[config.mk]
export PLATFORM = sky130hd
export DESIGN_NAME = dual_cdtimer
export DESIGN_NICKNAME = d
export VERILOG_FILES = /design/src/rtl/dct_pkg.sv /design/src/rtl/dct_decode.sv /design/src/rtl/dct_prescaler.sv /design/src/rtl/dct_nib_counter.sv /design/src/rtl/dual_cdtimer.sv
export SDC_FILE = /design/constraint.sdc
export NUM_CORES = 1
export LEC_CHECK = 0
export BUFFER_PORTS_ARGS = -buffer_cell sky130_fd_sc_hd__buf_2
export CAP_MARGIN = 0
export CORE_MARGIN = 5
export CORE_UTILIZATION = 40
export CTS_BUF_LIST = sky130_fd_sc_hd__clkbuf_4 sky130_fd_sc_hd__clkbuf_8
export CTS_CLUSTER_SIZE = 40
export DETAILED_ROUTE_END_ITERATION = 10
export GPL_TIMING_DRIVEN = 0
export HOLD_SLACK_MARGIN = 0.15
export PLACE_DENSITY = 0.65
export SLEW_MARGIN = 20
export SYNTH_ARGS = -nofsm -noshare
export SYNTH_HDL_FRONTEND = slang
export SYNTH_SLANG_ARGS = --single-unit
[constraint.sdc]
create_clock -name clk -period 2.5 [get_ports clk]
set_input_delay 0.125 -clock clk [delete_from_list [all_inputs] [get_ports clk]]
set_output_delay 0.125 -clock clk [all_outputs]
set_load 0.02 [all_outputs]
[src/rtl/dct_pkg.sv]
package dct_pkg;
  typedef enum logic [1:0] {
    SEL_NONE = 2'd0,
    SEL_T1   = 2'd1,
    SEL_T2   = 2'd2
  } dct_sel_t;
endpackage

[src/rtl/dct_decode.sv]
module dct_decode
  import dct_pkg::*;
#(
  parameter int ADDR_W  = 6,
  parameter int T1_ADDR = 'h37,
  parameter int T2_BASE = 'h38,
  parameter int T2_NIBS = 8,
  parameter int IDX_W   = 3
) (
  input  logic [ADDR_W-1:0] addr,
  output dct_sel_t          sel,
  output logic [IDX_W-1:0]  idx
);
  always_comb begin
    sel = SEL_NONE;
    idx = IDX_W'(addr - ADDR_W'(T2_BASE));
    if (int'(addr) == T1_ADDR)
      sel = SEL_T1;
    else if (int'(addr) >= T2_BASE && int'(addr) < T2_BASE + T2_NIBS)
      sel = SEL_T2;
  end
endmodule

[src/rtl/dct_prescaler.sv]
module dct_prescaler #(
  parameter int PRE_W = 8
) (
  input  logic clk,
  input  logic rst,
  input  logic tick,
  output logic wrap
);
  logic [PRE_W-1:0] cnt_q;

  always_ff @(posedge clk) begin
    if (rst)       cnt_q <= '0;
    else if (tick) cnt_q <= cnt_q + 1'b1;
  end

  // The strobe for the slow timer fires on the tick that rolls the count over.
  assign wrap = tick && (&cnt_q);
endmodule

[src/rtl/dct_nib_counter.sv]
module dct_nib_counter #(
  parameter int NIB_W = 4,
  parameter int NIBS  = 8,
  parameter int IDX_W = 3
) (
  input  logic                  clk,
  input  logic                  rst,
  input  logic                  dec_en,
  input  logic                  wr_en,
  input  logic [IDX_W-1:0]      wr_idx,
  input  logic [NIB_W-1:0]      wr_data,
  output logic [NIB_W*NIBS-1:0] q,
  output logic                  zero_pulse
);
  localparam int CW = NIB_W * NIBS;

  logic [NIB_W-1:0] nib_q [NIBS];
  logic [CW-1:0]    dec_val;

  assign dec_val = q - CW'(1);

  for (genvar i = 0; i < NIBS; i++) begin : g_nib
    always_ff @(posedge clk) begin
      if (rst)
        nib_q[i] <= '0;
      else if (wr_en) begin
        if (wr_idx == IDX_W'(i)) nib_q[i] <= wr_data;
      end else if (dec_en)
        nib_q[i] <= dec_val[i*NIB_W +: NIB_W];
    end
    assign q[i*NIB_W +: NIB_W] = nib_q[i];
  end

  // A write blocks the decrement, so only a real decrement from one reports zero.
  always_ff @(posedge clk) begin
    if (rst) zero_pulse <= 1'b0;
    else     zero_pulse <= dec_en && !wr_en && (q == CW'(1));
  end
endmodule

[src/rtl/dual_cdtimer.sv]
module dual_cdtimer
  import dct_pkg::*;
#(
  parameter int ADDR_W  = 6,
  parameter int NIB_W   = 4,
  parameter int T2_NIBS = 8,
  parameter int PRE_W   = 8,
  parameter int T1_ADDR = 'h37,
  parameter int T2_BASE = 'h38
) (
  input  logic              clk,
  input  logic              rst,
  input  logic              tick,
  input  logic              wr_en,
  input  logic              rd_en,
  input  logic [ADDR_W-1:0] addr,
  input  logic [NIB_W-1:0]  wr_data,
  output logic [NIB_W-1:0]  rd_data,
  output logic              t1_zero,
  output logic              t2_zero
);
  localparam int IDX_W = (T2_NIBS > 1) ? $clog2(T2_NIBS) : 1;
  localparam int T2_W  = NIB_W * T2_NIBS;

  dct_sel_t          sel;
  logic [IDX_W-1:0]  idx;
  logic              wr_t1, wr_t2, pre_wrap;
  logic [NIB_W-1:0]  t1_q;
  logic [T2_W-1:0]   t2_q;

  dct_decode #(
    .ADDR_W(ADDR_W), .T1_ADDR(T1_ADDR), .T2_BASE(T2_BASE),
    .T2_NIBS(T2_NIBS), .IDX_W(IDX_W)
  ) u_dec (
    .addr(addr), .sel(sel), .idx(idx)
  );

  assign wr_t1 = wr_en && (sel == SEL_T1);
  assign wr_t2 = wr_en && (sel == SEL_T2);

  dct_prescaler #(.PRE_W(PRE_W)) u_pre (
    .clk(clk), .rst(rst), .tick(tick), .wrap(pre_wrap)
  );

  dct_nib_counter #(.NIB_W(NIB_W), .NIBS(1), .IDX_W(1)) u_t1 (
    .clk(clk), .rst(rst), .dec_en(pre_wrap), .wr_en(wr_t1),
    .wr_idx(1'b0), .wr_data(wr_data), .q(t1_q), .zero_pulse(t1_zero)
  );

  dct_nib_counter #(.NIB_W(NIB_W), .NIBS(T2_NIBS), .IDX_W(IDX_W)) u_t2 (
    .clk(clk), .rst(rst), .dec_en(tick), .wr_en(wr_t2),
    .wr_idx(idx), .wr_data(wr_data), .q(t2_q), .zero_pulse(t2_zero)
  );

  always_ff @(posedge clk) begin
    if (rst)
      rd_data <= '0;
    else if (rd_en) begin
      unique case (sel)
        SEL_T1:  rd_data <= t1_q;
        SEL_T2:  rd_data <= t2_q[idx*NIB_W +: NIB_W];
        default: rd_data <= '0;
      endcase
    end
  end
endmodule

# == Yosys cells after proc, flatten, opt, wreduce, memory -nomap -nowiden ==
# Memories as Yosys holds them, arrays and structs flattened.
# Cells that the tools add are included.
# totals
memories,2
ram_bits,36
wordCells,121
input_bits,15
latch_bits,0
regBits,14
output_inout_bits,6
mem_bits_ro,0
# mem_list
name,depth,width,read_ports,rd_clocked_by_memory_dff,wr,line_no,rtl
u_t2.nib_q,8,4,8,0,8,dct_nib_counter.sv:17,logic [NIB_W-1:0] nib_q [NIBS];
u_t1.nib_q,1,4,1,0,1,dct_nib_counter.sv:17,
# classes
shifts,1
n_lt_le_gt_ge,1
bitwise,16
n_mul,0
div_mod_pow,0
add_sub_neg,4
n_mux,68
n_reduce_logical,13
n_eq_ne,12
# op_table
cell,count
$mux 4,18
$mux 1,47
$eq 32x1->1 const B,1
$shiftx 32x6->4,1
$sub 32x1->32 const B,1
$or 1x1->1,16
$eq 3x3->1 const B,4
$add 8x1->8 const B,1
$pmux 4 s2,1
$reduce_and 8->1,1
$reduce_or 4->1,2
$logic_and 1x1->1,7
$eq 3x2->1 const B,2
$eq 6x5->1 const B,1
$ge 6x6->1 const B,1
$eq 4x1->1 const B,1
$mux 2,2
$sub 4x1->4 const B,1
$eq 3x1->1 const B,1
$logic_not 3->1,1
$sub 3x1->3 const B,1
$eq 2x1->1 const B,1
$eq 2x2->1 const B,1
$logic_not 1->1,2

# == Logic depth before layout (Yosys ltp) ==
# Gate-level depths: netlist of the first run.
# logic_depth
word_depth,11
depth_mapped,7

# == Hierarchy ==
# A second synthesis of the first run with hierarchy kept.
# unflattened
hier_cells,358
area_unflattened_um2,3367.0
# by_module_without_submodules
module,seq_area_each_um2,instances,area_each_um2,cells_each
dct_nib_counter at u_t2,980.9,1,2153.3,227
dual_cdtimer,80.1,1,520.5,57
dct_prescaler,160.2,1,354.1,39
dct_nib_counter at u_t1,140.1,1,292.8,28
dct_decode,0.0,1,46.3,7

# == Worst setup path after synthesis of the first run ==
# No wires, ideal clock.
# synth_path
path_type,register to register
startpoint,memory u_t2.nib_q[0][0]
endpoint,memory u_t2.nib_q[5][0] (netlist: u_t2.nib_q[1][4]) (data pin)
path_buffers,0
required_ps,2236
path_stages_with_launch,8
t_arrival_ps,1892
path_slack_ps,344
cell_sequence,edfxtp_1 inv_1 ha_1 or3b_2 nor4_4 nand4_1 xor2_1 o21ai_1
# synth_lines
item,line_no
"start, declared",dct_nib_counter.sv:17

==> impl_metrics.tcl, run 1 <==
set metrics [dict create \
    max-vdd-ir-drop_mv 0.237 \
    synth_most_common_cell "nand2_1" \
    fin_util 0.452 \
    crit_fanout 7 \
    die_height_um 99.7 \
    cpPeakStageDelay_ns 0.63 \
    max_cap_viol_count 0 \
    viasPerCell 5.79 \
    leakagePower_nw 1.15 \
    cts_htree_levels 2 \
    nNetsFinal 388 \
    insertedDiodeCount 0 \
    clockBufferDepth 2 \
    timing.final.crit_share 0.940 \
    drtPass1Iterations 5 \
    worstPathRequired_ns 2.57 \
    fp.dieW_um 99.7 \
    avgSynthCellArea_sq_um 9.25 \
    yosysWarnings 0 \
    syn_nets 368 \
    cp-start-kind "flop" \
    remaining_drc_errors 0 \
    grt_usage 0.169 \
    async_flop_share 0 \
    slew_headroom 0.468 \
    crit_arrival_ns 2.42 \
    p_per_area_nw_per_um2 537 \
    grt_first_pass_wirelength_um 13300 \
    final-instance-count-excl-fill 471 \
    grt_pass1_vias 2546 \
    drt-total-wl_um 8270 \
    fmax_ghz 0.425 \
    grt_max_degree 19 \
    synth_commonest_cells "nand2_1 (54), edfxtp_1 (36), o21ai_0 (36), nor2_1 (31), xor2_1 (23)" \
    synth-seq-cells 50 \
    finalPower_w 0.00188 \
    row_count 32 \
    period_minus_slack_ns 2.35 \
    worst_pin_slew_ns 0.796 \
    cts_root_buffer "clkbuf_8" \
    rsz0062_at_grt "false" \
    initial_core_util 0.415 \
    synth_edf_count 36 \
    n_fill_cell 794 \
    drv_slew 0 \
    insertion_delay_ns 0.32 \
    netlist_top_cells_area "edfxtp_1 (34%), dfxtp_1 (8.7%), nand2_1 (6.3%), xor2_1 (6.3%), o21ai_0 (5.6%)" \
    clk_pin_slew_ns 0.10 \
    die_area_sq_um 9950 \
    path_cells "or4_4, nor4_4, nand4b_1, xor2_1, o21ai_1" \
    synthCells 348 \
    setup_viol 0 \
    antenna_found_initial 0 \
    overflow 0 \
    fin_skew_ns 0.0120 \
    ys_types 42 \
    wl_per_cell_um 17.5 \
    post_cts_resized 0 \
    area_growth_pct 9.01 \
    syn_area_sq_um 3220 \
    synth_largest_area_cell "edfxtp_1" \
    seq_area_sq_um 1360 \
    vias 2726 \
    tritoncts.num_buffers 5 \
    critPathKind "reg -> reg" \
    synth_ff_type "edfxtp_1" \
    ios 21 \
    drtIter0Drc 320 \
    ys_seq_area_frac 0.423 \
    cp-end-kind "flop" \
    dp.cells 462 \
    timing.final.hold_violations 0 \
    dpl_cell_area_sq_um 3410 \
    numClockSinks 50 \
    crit_slowest_cell "or4_4" \
    place_congestion 0.866 \
    port-buffer-count 12 \
    dp_hpwl_um 6020 \
    tritoncts "yes" \
    status "finished clean" \
    drive_gt1_frac 0.0976 \
    final_area_sq_um 3510 \
    multi_input_area_sq_um 1740 \
    min-delay-path-class "in -> reg" \
    setup_tns_ns 0 \
    ant_nets 0 \
    yosysTopAreaCellShare 0.336 \
    coreArea_sq_um 7770 \
]
timing repair:
action,CTS,global route
setup endpoints to repair,0,7
setup buffers,0,1
hold buffers,0,0
layer usage:
layer	GRT usage	vias up	part of all wire
li1	-	1292	-
met4	0.0588	0	0.019
met3	0.0231	19	0.056
met2	0.250	107	0.46
met5	0	-	0
met1	0.250	1308	0.46
cells by family (layout without fill, tap and decap cells):
family,Yosys count,after routing,share of synthesized area
XOR/XNOR,39,39,0.106
AND/OR/NAND/NOR,159,159,0.271
buffers and inverters,24,45,0.0361
flip-flops,50,50,0.423
multiplexers,15,15,0.0466
AO/OA/AOI/OAI,56,56,0.0979
adder cells (fa/ha/maj),5,5,0.0194
metrics by stage:
stage / setup slack, ns / hold slack, ns
after detailed placement: 0.0358 / 0.483
final: 0.149 / 0.173
after CTS: 0.0335 / 0.170
after floorplan: 0.344 / 0.435
after global routing: 0.0413 / 0.217
after global placement: 0.0172 / 0.478
where the power goes:
part / internal, W / total, W / switching [W]
clock: 0.000207 / 0.000515 / 0.000308
combinational: 0.000137 / 0.000348 / 0.000211
sequential: 0.000949 / 0.00102 / 0.0000718
total: 0.00129 / 0.00188 / 0.000591
cell usage in the layout, fill, tap and decap left out, types with 3 or more instances in the layout:
cell type | Yosys | final
a311oi_1 | 4 | 4
nor4_4 | 4 | 4
nand4b_1 | 6 | 6
dfxtp_1 | 14 | 14
o21ai_0 | 36 | 36
clkbuf_8 | 1 | 6
xnor2_1 | 16 | 16
nand3b_1 | 3 | 3
mux2i_1 | 15 | 15
edfxtp_1 | 36 | 36
inv_1 | 4 | 4
buf_2 | 1 | 13
a22oi_1 | 4 | 4
nand3_1 | 15 | 15
nand4_1 | 10 | 10
nand2_1 | 54 | 54
xor2_1 | 23 | 23
ha_1 | 5 | 5
or4_1 | 4 | 4
nor3_1 | 10 | 10
nor2_1 | 31 | 31
clkbuf_1 | 15 | 15
nor4_1 | 4 | 4
o21ai_1 | 6 | 6
critical path: cells and delay by family, from the launching register on:
kind             cells  cell delay, ns
AO/OA/AOI/OAI        1            0.07
XOR/XNOR             1            0.17
flip-flops           1            0.50
AND/OR/NAND/NOR      3            1.38
final timing paths:
kind                                    from                        endpoint  slack, ns  cells after the start
hold / removal                         rd_en         rd_data[0]$_SDFFE_PP0P_       0.17                      3
setup reg to reg  u_t2.nib_q[0][2]$_DFFE_PP_  u_t2.nib_q[1][3]$_SDFFCE_PN0P_       0.15                      5
hold reg to reg      rd_data[3]$_SDFFE_PP0P_         rd_data[3]$_SDFFE_PP0P_       0.49                      2
setup / recovery  u_t2.nib_q[0][2]$_DFFE_PP_  u_t2.nib_q[1][3]$_SDFFCE_PN0P_       0.15                      5
registers in the layout, indices dropped and copies added, names as in the netlist:
signal / flops
rd_data: 4
u_pre.cnt_q: 8
u_t1.nib_q: 4
u_t1.zero_pulse: 1
u_t2.nib_q: 32
u_t2.zero_pulse: 1
final cells by class:
cell class,count,area share
plain buffers,20,0.0289
clock buffers,5,0.0196
clock inverters,3,0.00748
inverters,4,0.00428
multi-input cells,274,0.496
flip-flops and latches,50,0.388
well taps,102,0.0364
repair buffers,13,0.0192
Note: power is estimated with default switching activity, not from simulation.
==> run 2: changes to the inputs <==
--- a/config.mk
+++ b/config.mk
@@ -7,6 +7,7 @@
 export LEC_CHECK = 0
 export BUFFER_PORTS_ARGS = -buffer_cell sky130_fd_sc_hd__buf_2
 export CAP_MARGIN = 0
+export CORE_ASPECT_RATIO = 0.75
 export CORE_MARGIN = 5
 export CORE_UTILIZATION = 40
 export CTS_BUF_LIST = sky130_fd_sc_hd__clkbuf_4 sky130_fd_sc_hd__clkbuf_8
==> run 2 against run 1 <==
  * Total power fell by 0.48%
  * Cell area rose by 0.11%
  * Largest cell class unchanged
  * Register-to-register slack got worse by 0.07 ns
  * Critical endpoint is now u_t2.nib_q[1][2]$_SDFFCE_PN0P_
  * Hold slack improved by 0.023 ns
  * Wire length rose by 1.2%
  * Largest power group unchanged
  * Sequential power barely moved
  * Fmax fell by 2.7%
  * Non-clock buffer count did not move
  * Clock skew rose by 0.0042 ns
  * Critical path depth rose by 3
  * Clock power fell by 2%
==> impl_metrics.tcl, run 2 (synthesized netlist as in run 1, its figures left out) <==
set metrics [dict create \
    setup_viol 0 \
    insertion_delay_ns 0.31 \
    final_area_sq_um 3510 \
    timing.final.hold_violations 0 \
    period_minus_slack_ns 2.42 \
    cp-start-kind "flop" \
    dp_hpwl_um 6290 \
    fp.dieW_um 114 \
    die_area_sq_um 9960 \
    remaining_drc_errors 0 \
    numClockSinks 50 \
    row_count 28 \
    setup_tns_ns 0 \
    place_congestion 0.999 \
    regMostFlops "u_t2.nib_q" \
    drive_gt1_frac 0.0976 \
    path_cells "inv_1, ha_1, or3b_2, nor4_4, buf_4, nand3_1, xor2_1, o21ai_0" \
    cp-end-kind "flop" \
    min-delay-path-class "in -> reg" \
    area_growth_pct 9.13 \
    largestRegisters "u_t2.nib_q x32, u_pre.cnt_q x8" \
    max-vdd-ir-drop_mv 0.241 \
    insertedDiodeCount 0 \
    cts_htree_levels 2 \
    wl_per_cell_um 17.6 \
    final_common_cell "nand2_1" \
    overflow 0 \
    dpl_cell_area_sq_um 3410 \
    drtIter0Drc 236 \
    final_cell_mix "nand2_1 (54), o21ai_0 (36), edfxtp_1 (36)" \
    clockBufferDepth 2 \
    grt_first_pass_wirelength_um 13600 \
    grt_pass1_vias 2588 \
    drtPass1Iterations 5 \
    tritoncts "yes" \
    critPathKind "reg -> reg" \
    ios 21 \
    post_cts_resized 0 \
    viasPerCell 5.57 \
    leakagePower_nw 1.16 \
    fmax_ghz 0.414 \
    crit_fanout 6 \
    drv_slew 0 \
    nNetsFinal 388 \
    port-buffer-count 12 \
    r2r_setup_slack_ns 0.08 \
    cpPeakStageDelay_ns 0.57 \
    coreArea_sq_um 7880 \
    status "finished clean" \
    fin_skew_ns 0.0161 \
    grt_usage 0.173 \
    crit_arrival_ns 2.45 \
    max_cap_viol_count 0 \
    worstPathRequired_ns 2.54 \
    slew_headroom 0.498 \
    ant_nets 0 \
    hold_buffers 0 \
    clk_pin_slew_ns 0.09 \
    antenna_found_initial 0 \
    p_per_area_nw_per_um2 534 \
    largest_register_ffs 32 \
    die_height_um 87.7 \
    worst_pin_slew_ns 0.747 \
    grt_max_degree 15 \
    vias 2638 \
    timing.final.crit_share 0.966 \
    drt-total-wl_um 8360 \
    crit_slowest_cell "or3b_2" \
    tritoncts.num_buffers 5 \
    cts_root_buffer "clkbuf_8" \
    initial_core_util 0.409 \
]
-- run 2: cell count changes in the layout (fill, tap and decap cells not counted) --
| cell | change |
|---|---|
| clkbuf_4 | +1 |
| clkbuf_8 | +1 |
| clkinv_2 | +1 |
| clkinv_4 | -1 |
| inv_6 | -2 |
-- run 2: stage by stage --
stage	hold slack, ns	utilization	cells	setup WS (ns)	power, W
2_1_floorplan	0.435	-	348	0.344	0.00128
3_3_place_gp	0.474	0.433	465	0.0475	0.00137
3_5_place_dp	0.478	0.433	465	-0.0167	0.00138
4_1_cts	0.189	0.445	473	0.0813	0.00188
5_1_grt	0.228	0.446	474	-0.00449	0.00197
6_report	0.196	0.446	474	0.0838	0.00188
-- run 2: per-layer routing --
metal / global-route usage / share of wire / up-vias
met5: 0 / 0 / -
met4: 0.0513 / 0.012 / 0
met3: 0.0366 / 0.061 / 9
met2: 0.263 / 0.44 / 88
met1: 0.249 / 0.48 / 1242
li1: - / - / 1299
-- run 2: final cells by class --
type                            instances  area [sq um]
Clock buffer                            7          90.1
Tap cell                              105           131
Fill cell                             764          4370
Timing Repair Buffer                   13          67.6
Clock inverter                          1          5.00
Buffer                                 20           101
Inverter                                4          15.0
Sequential cell                        50          1360
Multi-Input combinational cell        274          1740
-- run 2: final timing paths --
kind	from	to	depth (start not counted)
hold reg to reg	rd_data[1]$_SDFFE_PP0P_	rd_data[1]$_SDFFE_PP0P_	2
setup reg to reg	u_t2.nib_q[0][0]$_DFFE_PP_	u_t2.nib_q[1][2]$_SDFFCE_PN0P_	8
setup / recovery	u_t2.nib_q[0][0]$_DFFE_PP_	u_t2.nib_q[1][2]$_SDFFCE_PN0P_	8
hold / removal	rd_en	rd_data[0]$_SDFFE_PP0P_	3
-- run 2: what timing repair did --
action,CTS,global route
endpoints found under the setup margin,2,3
pin swaps,1,1
cloned,0,0
buffers inserted,0,1
-- run 2: critical path: cells and delay by family, from the launching register on --
family	cells	cell delay (ns)
simple gates	3	0.90
compound gates	1	0.10
buf+inv	2	0.32
flops	1	0.46
xor+xnor	1	0.16
fa+ha+maj	1	0.22
-- run 2: report_power, final --
group | total, W | switching, W | internal [W]
combinational | 0.000346 | 0.000209 | 0.000137
clock | 0.000506 | 0.000271 | 0.000235
sequential | 0.00102 | 0.0000739 | 0.000949
==> run 3: changes to the inputs <==
--- a/config.mk
+++ b/config.mk
@@ -5,17 +5,19 @@
 export SDC_FILE = /design/constraint.sdc
 export NUM_CORES = 1
 export LEC_CHECK = 0
+export ABC_CLOCK_PERIOD_IN_PS = 2500
 export BUFFER_PORTS_ARGS = -buffer_cell sky130_fd_sc_hd__buf_2
 export CAP_MARGIN = 0
 export CORE_ASPECT_RATIO = 0.75
 export CORE_MARGIN = 5
-export CORE_UTILIZATION = 40
+export CORE_UTILIZATION = 63
 export CTS_BUF_LIST = sky130_fd_sc_hd__clkbuf_4 sky130_fd_sc_hd__clkbuf_8
 export CTS_CLUSTER_SIZE = 40
 export DETAILED_ROUTE_END_ITERATION = 10
 export GPL_TIMING_DRIVEN = 0
 export HOLD_SLACK_MARGIN = 0.15
-export PLACE_DENSITY = 0.65
+export PLACE_DENSITY = 0.9
+export RECOVER_POWER = 25
 export SLEW_MARGIN = 20
 export SYNTH_ARGS = -nofsm -noshare
 export SYNTH_HDL_FRONTEND = slang
==> run 3 against run 2 <==
  * First-iteration DRC count increased by 39%
  * Via count increased by 5.7%
  * Count of clock-buffer cells in the layout decreased by 2
  * Core utilization increased by 26 points
  * Cell count decreased by 9.3%
  * Wire length decreased by 4.4%
  * Die area decreased by 33%
  * Clock power increased by 14%
  * Combinational power about the same
  * Largest power group unchanged
==> impl_metrics.tcl, run 3 (synthesized netlist as in run 1, its figures left out) <==
set metrics [dict create \
    cp-end-kind "flop" \
    die_area_sq_um 6660 \
    coreArea_sq_um 4930 \
    crit_arrival_ns 2.47 \
    final_area_sq_um 3480 \
    viasPerCell 6.48 \
    vias 2788 \
    setup_tns_ns 0 \
    regMostFlops "u_t2.nib_q" \
    place_congestion 1.01 \
    dp_hpwl_um 5970 \
    timing.final.crit_share 0.961 \
    fin_ws_ns 0.0976 \
    clk_pin_slew_ns 0.10 \
    leakagePower_nw 1.14 \
    port-buffer-count 12 \
    final_common_cell "nand2_1" \
    initial_core_util 0.654 \
    ant_nets 0 \
    ios 21 \
    max_cap_viol_count 0 \
    p_sw_w 0.000564 \
    cp-start-kind "flop" \
    cts_htree_levels 2 \
    holdWs_ns 0.195 \
    rsz0062_at_grt "false" \
    fmax_ghz 0.416 \
    die_height_um 71.9 \
    largest_register_ffs 32 \
    grt_max_degree 17 \
    fin_util 0.705 \
    p_per_area_nw_per_um2 561 \
    crit_slowest_cell "or4_1" \
    multi_input_area_sq_um 1750 \
    area_growth_pct 7.93 \
    hold_buffers 0 \
    crit_fanout 7 \
    seq_area_sq_um 1360 \
    crit_family "simple AND/OR/NAND/NOR gates" \
    worst_pin_slew_ns 0.711 \
    drive_gt1_frac 0.0784 \
    fin_skew_ns 0.00902 \
    timing.final.hold_violations 0 \
    path_cells "or4_1, buf_6, nor4_4, nand4b_1, xor2_1, o21ai_1" \
    slew_headroom 0.522 \
    largestRegisters "u_t2.nib_q x32, u_pre.cnt_q x8" \
    period_minus_slack_ns 2.40 \
    crit_buf_inv 1 \
    fp.dieW_um 92.6 \
    grt_usage 0.249 \
    tritoncts "yes" \
    clockBufferDepth 2 \
    numClockSinks 50 \
    worstPathRequired_ns 2.57 \
    nNetsFinal 389 \
    drt-total-wl_um 7990 \
    overflow 0 \
    remaining_drc_errors 0 \
    cpPeakStageDelay_ns 0.56 \
    drtIter0Drc 327 \
    insertion_delay_ns 0.31 \
    dp_slack_ns -0.0751 \
    setup_viol 0 \
    p_int_w 0.00139 \
    cts_root_buffer "clkbuf_8" \
    insertedDiodeCount 0 \
    row_count 22 \
    tritoncts.num_buffers 5 \
    antenna_found_initial 0 \
    comb_power_share 0.179 \
    n_fill_cell 369 \
    seqPwrFrac 0.524 \
    drtPass1Iterations 5 \
    drv_slew 0 \
    grt_pass1_vias 2628 \
    clkPwrFrac 0.297 \
    wl_per_cell_um 18.6 \
    max-vdd-ir-drop_mv 0.321 \
    swShare 0.289 \
    critPathKind "reg -> reg" \
    min-delay-path-class "in -> reg" \
    dpl_cell_area_sq_um 3360 \
    status "finished clean" \
    grt_first_pass_wirelength_um 13000 \
    final_cell_mix "nand2_1 (54), o21ai_0 (36), edfxtp_1 (36)" \
]
## run 3: cell type report
| class | count | share of cell area |
|---|---|---|
| multi-input combinational | 274 | 0.502 |
| timing repair buffer | 14 | 0.0191 |
| tap | 60 | 0.0216 |
| sequential | 50 | 0.392 |
| clock inverter | 3 | 0.0126 |
| inverter | 4 | 0.00432 |
| clock buffer | 5 | 0.0198 |
| buffer | 20 | 0.0288 |
## run 3: path summary, 6_finish.rpt
path / start / slack [ns] / to / cells past startpoint
worst max-delay path: u_t2.nib_q[0][6]$_DFFE_PP_ / 0.1 / u_t2.nib_q[1][3]$_SDFFCE_PN0P_ / 6
worst max register to register: u_t2.nib_q[0][6]$_DFFE_PP_ / 0.1 / u_t2.nib_q[1][3]$_SDFFCE_PN0P_ / 6
worst min-delay path: rst / 0.20 / rd_data[0]$_SDFFE_PP0P_ / 2
worst min register to register: rd_data[2]$_SDFFE_PP0P_ / 0.50 / rd_data[2]$_SDFFE_PP0P_ / 2
## run 3: metrics by stage
| step | power, W | cells |
|---|---|---|
| global route | 0.00202 | 430 |
| floorplan | 0.00128 | 348 |
| finish | 0.00195 | 430 |
| global placement | 0.00136 | 420 |
| CTS | 0.00194 | 428 |
| detailed placement | 0.00138 | 420 |
## run 3: per-layer routing
| layer | share of wire | track usage |
|---|---|---|
| met5 | 0 | 0 |
| met4 | 0.026 | 0.0906 |
| met3 | 0.10 | 0.0477 |
| met2 | 0.45 | 0.382 |
| met1 | 0.42 | 0.355 |
## run 3: power by group through the flow
| stage | Sequential, W | Clock (W) | Combinational (W) |
|---|---|---|---|
| 6_report | 0.00102 | 0.000579 | 0.000349 |
| 5_1_grt | 0.00103 | 0.000612 | 0.000381 |
| 4_1_cts | 0.00102 | 0.000581 | 0.000340 |
| 3_5_place_dp | 0.00104 | 0 | 0.000339 |
| 3_3_place_gp | 0.00103 | 0 | 0.000330 |
| 2_1_floorplan | 0.00102 | 0 | 0.000260 |
## run 3: repair_timing
item	CTS	global route
pin swaps	1	2
hold endpoints to repair	0	0
resized for setup	0	1
setup endpoints to repair	6	7
setup buffers	0	2
